File: config.mk
export PLATFORM = sky130hd
export DESIGN_NAME = phase_timer
export DESIGN_NICKNAME = d
export VERILOG_FILES = /design/src/rtl/phase_timer.sv
export SDC_FILE = /design/constraint.sdc
export NUM_CORES = 1
export LEC_CHECK = 0
export ABC_AREA = 1
export BUFFER_PORTS_ARGS = -buffer_cell sky130_fd_sc_hd__buf_2
export CORE_ASPECT_RATIO = 1.4
export CORE_MARGIN = 3
export CORE_UTILIZATION = 60
export CTS_BUF_LIST = sky130_fd_sc_hd__clkbuf_4 sky130_fd_sc_hd__clkbuf_8
export CTS_CLUSTER_DIAMETER = 100
export CTS_CLUSTER_SIZE = 30
export DETAILED_ROUTE_END_ITERATION = 8
export PLACE_DENSITY = 0.8
export SLEW_MARGIN = 40
export SYNTH_ARGS = -nofsm -noshare
export SYNTH_HDL_FRONTEND = slang
export SYNTH_SLANG_ARGS = --single-unit
File: constraint.sdc
create_clock -name clk -period 3.2 [get_ports clk]
set_clock_uncertainty 0.1 [all_clocks]
set_input_delay 0.32 -clock clk [delete_from_list [all_inputs] [get_ports clk]]
set_output_delay 0.32 -clock clk [all_outputs]
set_load 0.1 [all_outputs]
File: src/rtl/phase_timer.sv
module phase_timer #(
  parameter int CNT_W  = 16,
  parameter int SYNC_N = 2,
  parameter int ADDR_W = 3
) (
  input  logic              clk,
  input  logic              rst_n,
  input  logic              standby,
  input  logic              ext_clk_in,
  input  logic              ph_a_in,
  input  logic              ph_b_in,
  input  logic              cap_a_in,
  input  logic              cap_b_in,
  input  logic              reg_wr,
  input  logic              reg_rd,
  input  logic [ADDR_W-1:0] reg_addr,
  input  logic [CNT_W-1:0]  reg_wdata,
  input  logic [1:0]        reg_wbe,
  output logic [CNT_W-1:0]  reg_rdata,
  output logic              wrap_flag
);
  localparam int NIN = 5;
  localparam logic [CNT_W-1:0] ONE = CNT_W'(1);
  localparam logic [ADDR_W-1:0] A_CTL = ADDR_W'(0), A_STS = ADDR_W'(1),
                                A_CNT = ADDR_W'(2), A_GRA = ADDR_W'(3), A_GRB = ADDR_W'(4);

  function automatic logic [CNT_W-1:0] merge(input logic [CNT_W-1:0] o, input logic [CNT_W-1:0] n,
                                             input logic [1:0] be);
    merge = o;
    if (be[0]) merge[7:0] = n[7:0];
    if (be[1]) merge[CNT_W-1:8] = n[CNT_W-1:8];
  endfunction

  // input synchronisers, bit order {cap_b, cap_a, ph_b, ph_a, ext}
  logic [NIN-1:0] in_raw, sync_q [SYNC_N], prev_q, cur;
  assign in_raw = {cap_b_in, cap_a_in, ph_b_in, ph_a_in, ext_clk_in};
  assign cur    = sync_q[SYNC_N-1];

  always_ff @(posedge clk or negedge rst_n)
    if (!rst_n) begin
      for (int i = 0; i < SYNC_N; i++) sync_q[i] <= '0;
      prev_q <= '0;
    end else begin
      sync_q[0] <= in_raw;
      for (int i = 1; i < SYNC_N; i++) sync_q[i] <= sync_q[i-1];
      prev_q <= cur;
    end

  logic rise_ext, rise_ca, rise_cb;
  assign rise_ext = cur[0] & ~prev_q[0];
  assign rise_ca  = cur[3] & ~prev_q[3];
  assign rise_cb  = cur[4] & ~prev_q[4];

  // registers
  logic [7:0]       ctrl_q;
  logic [CNT_W-1:0] cnt_q, gra_q, grb_q;
  logic [2:0]       div_q;
  logic             armed_q;

  logic [2:0] clk_sel;
  logic [1:0] clr_sel;
  logic       ph_mode, a_cap, b_cap;
  assign clk_sel = ctrl_q[2:0];
  assign ph_mode = ctrl_q[3];
  assign clr_sel = ctrl_q[5:4];
  assign a_cap   = ctrl_q[6];
  assign b_cap   = ctrl_q[7];

  logic wr_ctl, wr_sts, wr_cnt, wr_a, wr_b, rd_sts;
  assign wr_ctl = reg_wr && reg_addr == A_CTL && reg_wbe[0];
  assign wr_sts = reg_wr && reg_addr == A_STS && reg_wbe[0];
  assign wr_cnt = reg_wr && reg_addr == A_CNT && |reg_wbe;
  assign wr_a   = reg_wr && reg_addr == A_GRA && |reg_wbe;
  assign wr_b   = reg_wr && reg_addr == A_GRB && |reg_wbe;
  assign rd_sts = reg_rd && reg_addr == A_STS;

  // prescaler tick
  logic [2:0] div_mask;
  logic       tick_int;
  assign div_mask = 3'((4'd1 << clk_sel[1:0]) - 4'd1);
  assign tick_int = &(div_q | ~div_mask);

  // quadrature decode, {a,b} old then new
  logic [3:0] ph_tr;
  logic       ph_up, ph_dn;
  assign ph_tr = {prev_q[1], prev_q[2], cur[1], cur[2]};
  always_comb begin
    ph_up = 1'b0;
    ph_dn = 1'b0;
    case (ph_tr)
      4'b0010, 4'b1011, 4'b1101, 4'b0100: ph_up = 1'b1;
      4'b0001, 4'b0111, 4'b1110, 4'b1000: ph_dn = 1'b1;
      default: ;
    endcase
  end

  logic cnt_up, cnt_dn, step, cap_a_ev, cap_b_ev, match_a, match_b, clr, wrap_ev;
  assign cnt_up   = ph_mode ? ph_up : (clk_sel[2] ? rise_ext : tick_int);
  assign cnt_dn   = ph_mode & ph_dn;
  assign step     = cnt_up | cnt_dn;
  assign cap_a_ev = a_cap & rise_ca;
  assign cap_b_ev = b_cap & rise_cb;
  assign match_a  = !a_cap && step && cnt_q == gra_q;
  assign match_b  = !b_cap && step && cnt_q == grb_q;
  assign clr      = (clr_sel == 2'b01 && (match_a || cap_a_ev)) ||
                    (clr_sel == 2'b10 && (match_b || cap_b_ev));
  assign wrap_ev  = !standby && !wr_cnt && !clr &&
                    ((cnt_up && cnt_q == '1) || (cnt_dn && cnt_q == '0));

  always_ff @(posedge clk or negedge rst_n)
    if (!rst_n) begin
      ctrl_q <= '0;
      div_q  <= '0;
    end else begin
      div_q <= div_q + 3'd1;
      if (wr_ctl) ctrl_q <= reg_wdata[7:0];
    end

  always_ff @(posedge clk or negedge rst_n)
    if (!rst_n)                cnt_q <= '0;
    else if (standby)          cnt_q <= '0;
    else if (wr_cnt)           cnt_q <= merge(cnt_q, reg_wdata, reg_wbe);
    else if (clr)              cnt_q <= '0;
    else if (cnt_up)           cnt_q <= cnt_q + ONE;
    else if (cnt_dn)           cnt_q <= cnt_q - ONE;

  always_ff @(posedge clk or negedge rst_n)
    if (!rst_n) begin
      gra_q <= '1;
      grb_q <= '1;
    end else begin
      if (wr_a)          gra_q <= merge(gra_q, reg_wdata, reg_wbe);
      else if (cap_a_ev) gra_q <= cnt_q;
      if (wr_b)          grb_q <= merge(grb_q, reg_wdata, reg_wbe);
      else if (cap_b_ev) grb_q <= cnt_q;
    end

  always_ff @(posedge clk or negedge rst_n)
    if (!rst_n) begin
      wrap_flag <= 1'b0;
      armed_q   <= 1'b0;
    end else begin
      if (wrap_ev)                                   wrap_flag <= 1'b1;
      else if (wr_sts && !reg_wdata[0] && armed_q)  wrap_flag <= 1'b0;
      if (wr_sts)                   armed_q <= 1'b0;
      else if (rd_sts && wrap_flag) armed_q <= 1'b1;
    end

  always_comb
    case (reg_addr)
      A_CTL:   reg_rdata = {{(CNT_W-8){1'b0}}, ctrl_q};
      A_STS:   reg_rdata = {{(CNT_W-1){1'b0}}, wrap_flag};
      A_CNT:   reg_rdata = cnt_q;
      A_GRA:   reg_rdata = gra_q;
      A_GRB:   reg_rdata = grb_q;
      default: reg_rdata = '0;
    endcase

  a_r12_standby_zero: assert property (@(posedge clk) disable iff (!rst_n)
    standby |=> cnt_q == '0);

  a_r2_single_step: assert property (@(posedge clk) disable iff (!rst_n)
    (!standby && !wr_cnt) |=> (cnt_q == $past(cnt_q) || cnt_q == $past(cnt_q) + ONE ||
                               cnt_q == $past(cnt_q) - ONE || cnt_q == '0));

  a_r8_up_wrap: assert property (@(posedge clk) disable iff (!rst_n)
    (!standby && !wr_cnt && !clr && cnt_up && cnt_q == '1) |=> (cnt_q == '0 && wrap_flag));

  a_r10_flag_sticky: assert property (@(posedge clk) disable iff (!rst_n)
    (wrap_flag && !wr_sts) |=> wrap_flag);

  a_r5_invalid_hold: assert property (@(posedge clk) disable iff (!rst_n)
    (ph_mode && cur[1] != prev_q[1] && cur[2] != prev_q[2] && !standby && !wr_cnt && !clr)
      |=> $stable(cnt_q));

  a_r7_capture_a: assert property (@(posedge clk) disable iff (!rst_n)
    (cap_a_ev && !wr_a) |=> gra_q == $past(cnt_q));
endmodule

==> impl_metrics.json <==
{
  "cts_root_buf": "sky130_fd_sc_hd__clkbuf_8",
  "net_count_of_the_mapped_netlist": 811,
  "class_of_the_tightest_hold_or_removal_check": "in -> reg",
  "required_ps": 3370,
  "grt_pass1_wl_mm": 26.5,
  "first_pass_iters": 5,
  "num_vias": 5526,
  "route.detailed.wl_per_inst_um": 17.6,
  "grt_overflow_total": 0,
  "worst_ir_drop_vdd_v": 0.000496,
  "number_of_global_route_vias_before_repair": 5373,
  "clock_path_buffers": 2,
  "antenna_found_initial": 0,
  "drt_first_iter_violations": 343,
  "worst_setup_path_end_kind": "flip-flop",
  "netlist-cell-type-count": 41,
  "placed_cell_area_um2": 5710,
  "clock_pin_slew_worst_setup_and_hold_paths_ps": 90,
  "layout-drive-gt1-share_pct": 17.1,
  "insertedDiodeCount": 0,
  "design_power_total_w": 0.00551,
  "place.detailed.hpwl_mm": 11.9,
  "avgViaCountPerCell": 6.01,
  "full_die_area_um2": 10200,
  "worst-endpoint-arrival_ps": 3040,
  "multi_input_comb_area_um2": 2880,
  "power.leakage_nw": 2.98,
  "cts.sinks": 76,
  "worst-slew-pin-transition_ps": 768,
  "tritoncts.num_buffers": 9,
  "finalWorstPathRequiredPeriod_ps": 2880,
  "synth.cell_area_um2": 5400,
  "power_density_nw_per_um2": 921,
  "area_overhead_vs_synth_pct": 10.9,
  "met2WireLength_mm": 8.04,
  "post_layout_instance_area_um2": 5990,
  "floorplan.rows": 40,
  "routed.top_layer": "met4",
  "die_width_um": 86.2,
  "finalHoldViolations": 0,
  "utilization_pct": 69.1,
  "seq_area_frac_synth_pct": 36.0,
  "die_h_um": 118,
  "maximum_number_of_pins_on_one_net_before_global_route_repair": 77,
  "number_of_synthesized_flops_with_an_enable_pin": 0,
  "fillerInstances": 745,
  "drc_violation_count_after_routing": 0,
  "detailedPlace.worstSlack_ps": 156,
  "portBuffers": 47,
  "effective_utilization_at_floorplan_pct": 62.3,
  "global_router_s_overall_resource_usage_pct": 33.2,
  "timing.final.max_slew_violations": 0,
  "totalWireLength_mm": 16.2,
  "path_max_fanout": 17,
  "run_status": "complete, no violations",
  "synth_flop_cell": "sky130_fd_sc_hd__dfrtp_1",
  "yosysWarningCount": 0,
  "crit_path_start_kind": "flip-flop",
  "synth.avg_cell_area_um2": 7.07,
  "finalSetupViolations": 0,
  "min_delay_path_depth": 3,
  "async_reset_ff_share_pct": 100,
  "tritoncts_clock_tree": "built",
  "slew_headroom_pct": 48.6,
  "register_area_um2": 1940,
  "drt.antenna.violating_nets": 0,
  "finalWeightedCongestion": 0.950,
  "fmax_ghz": 0.348,
  "syn_inst": 764,
  "fin_ws_ps": 323,
  "total_i_o_pin_count": 48,
  "core-area_um2": 8660,
  "clock_insertion_delay_worst_skew_ps": 360,
  "htreeDepth": 3,
  "maxCapViolations": 0,
  "buffers_inserted_by_post_cts_timing_repair": 0,
  "grt_setup_unrepaired": "false",
  "drt-met1-wl_mm": 6.21,
  "dr_wl_met3_mm": 1.29,
  "fin_nets": 857,
  "critPathKind": "reg -> reg",
  "number_of_synthesized_register_bits": 76,
  "reg2reg_depth": 20,
  "min_period_over_period_pct": 89.9,
  "setup-tns-final_ps": 0
}
## cell families after synthesis
kind of cell             synth area share [%]
AO/OA/AOI/OAI                            16.5
XOR/XNOR                                 3.25
adder cells (fa/ha/maj)                  3.85
buffers and inverters                    10.8
flip-flops                               36.0
AND/OR/NAND/NOR                          29.6
## power by group
| part | switching [W] | internal, W |
|---|---|---|
| clock network | 0.000396 | 0.000387 |
| registers | 0.000380 | 0.00139 |
| logic | 0.00197 | 0.000987 |
| total | 0.00275 | 0.00276 |
## layer usage
metal / global-route usage, % / vias to the layer above
li1: - / 2595
met1: 41.6 / 2584
met2: 53.6 / 293
met3: 6.42 / 54
met4: 16.8 / 0
met5: 0 / -
## through the flow
step                      std cells  hold slack [ps]
after detailed placement        898              237
after floorplan                 764            -75.6
final                           920              116
after global placement          898              233
after global routing            920              116
after CTS                       920              103
## cells in the mapped netlist, types with 3 or more instances
| cell | n | area (um^2) |
|---|---|---|
| sky130_fd_sc_hd__a21oi_1 | 24 | 120 |
| sky130_fd_sc_hd__a221o_1 | 3 | 30.0 |
| sky130_fd_sc_hd__o221ai_1 | 8 | 70.1 |
| sky130_fd_sc_hd__o21ai_0 | 49 | 245 |
| sky130_fd_sc_hd__ha_1 | 15 | 188 |
| sky130_fd_sc_hd__dfrtp_1 | 44 | 1100 |
| sky130_fd_sc_hd__nand2_2 | 5 | 31.3 |
| sky130_fd_sc_hd__nand2_1 | 249 | 935 |
| sky130_fd_sc_hd__xor2_1 | 12 | 105 |
| sky130_fd_sc_hd__nor3_1 | 7 | 35.0 |
| sky130_fd_sc_hd__inv_2 | 6 | 22.5 |
| sky130_fd_sc_hd__o211ai_1 | 25 | 188 |
| sky130_fd_sc_hd__a31oi_1 | 5 | 31.3 |
| sky130_fd_sc_hd__nand4_1 | 27 | 169 |
| sky130_fd_sc_hd__nand3_1 | 24 | 120 |
| sky130_fd_sc_hd__o22ai_1 | 9 | 56.3 |
| sky130_fd_sc_hd__buf_2 | 17 | 85.1 |
| sky130_fd_sc_hd__nor2_1 | 42 | 158 |
| sky130_fd_sc_hd__nand3b_1 | 3 | 22.5 |
| sky130_fd_sc_hd__o21ai_2 | 5 | 43.8 |
| sky130_fd_sc_hd__xnor2_1 | 8 | 70.1 |
| sky130_fd_sc_hd__nor4_1 | 6 | 37.5 |
| sky130_fd_sc_hd__clkbuf_1 | 8 | 30.0 |
| sky130_fd_sc_hd__nor2_4 | 3 | 33.8 |
| sky130_fd_sc_hd__inv_1 | 105 | 394 |
| sky130_fd_sc_hd__dfstp_2 | 32 | 841 |
## sequential cells by signal (all words and copies together), names as in the netlist
signal / cells
sync_q: 5
grb_q: 16
gra_q: 16
cur: 5
cnt_q: 16
armed_q: 1
prev_q: 5
ctrl_q: 8
wrap_flag: 1
div_q: 3
## area by class of cell
cell class	instances	area share, %
clock buffers	10	2.30
clock inverters	6	1.19
inverters	113	7.17
multi-input cells	545	48.2
flip-flops and latches	76	32.4
well taps	105	2.19
repair buffers	65	6.54
## placed cells by master (no fill, tap or decap), types with 12 or more instances in the layout
master and instances:
sky130_fd_sc_hd__nand2_1 248, sky130_fd_sc_hd__inv_1 105, sky130_fd_sc_hd__o21ai_0 48, sky130_fd_sc_hd__buf_2 46, sky130_fd_sc_hd__dfrtp_1 44, sky130_fd_sc_hd__nor2_1 42
sky130_fd_sc_hd__dfstp_2 32, sky130_fd_sc_hd__nand4_1 27, sky130_fd_sc_hd__o211ai_1 25, sky130_fd_sc_hd__a21oi_1 24, sky130_fd_sc_hd__nand3_1 24, sky130_fd_sc_hd__ha_1 15
sky130_fd_sc_hd__xor2_1 12, sky130_fd_sc_hd__buf_4 12
## worst paths after layout
check / slack, ps / endpoint / start
max: 320 / cnt_q[12] / ctrl_q[1]
max in group asynchronous: 2070 / cur[3] / rst_n
max reg2reg: 320 / cnt_q[12] / ctrl_q[1]
min reg2reg: 250 / cur[1] / sync_q[6]
min in group asynchronous: 440 / cnt_q[9] / rst_n
min: 120 / gra_q[8] / reg_wdata[8]
## critical path, stage by stage (launching register included)
cell	delay [ps]
sky130_fd_sc_hd__dfrtp_1	420
sky130_fd_sc_hd__nand2_1	90
sky130_fd_sc_hd__nand2_1	70
sky130_fd_sc_hd__nand2_1	60
sky130_fd_sc_hd__nand2_1	80
sky130_fd_sc_hd__nand2_1	90
sky130_fd_sc_hd__nand2_2	280
sky130_fd_sc_hd__inv_1	110
sky130_fd_sc_hd__fa_1	420
sky130_fd_sc_hd__inv_1	140
sky130_fd_sc_hd__nand3_1	90
sky130_fd_sc_hd__nand2_1	160
sky130_fd_sc_hd__nand4_1	150
sky130_fd_sc_hd__nand3_1	120
sky130_fd_sc_hd__nand2_1	50
sky130_fd_sc_hd__nand2_1	60
sky130_fd_sc_hd__inv_1	40
sky130_fd_sc_hd__nand4_1	80
sky130_fd_sc_hd__nand2_1	50
sky130_fd_sc_hd__nand2_1	60
sky130_fd_sc_hd__nand2_1	40
## repair_timing
action                                 in CTS  in global routing
hold buffers                                6                  0
resized for setup                           0                  2
setup endpoints to repair                   0                 10
endpoints found under the hold margin      49                  0
No activity file was read; power rests on OpenSTA's default activity.
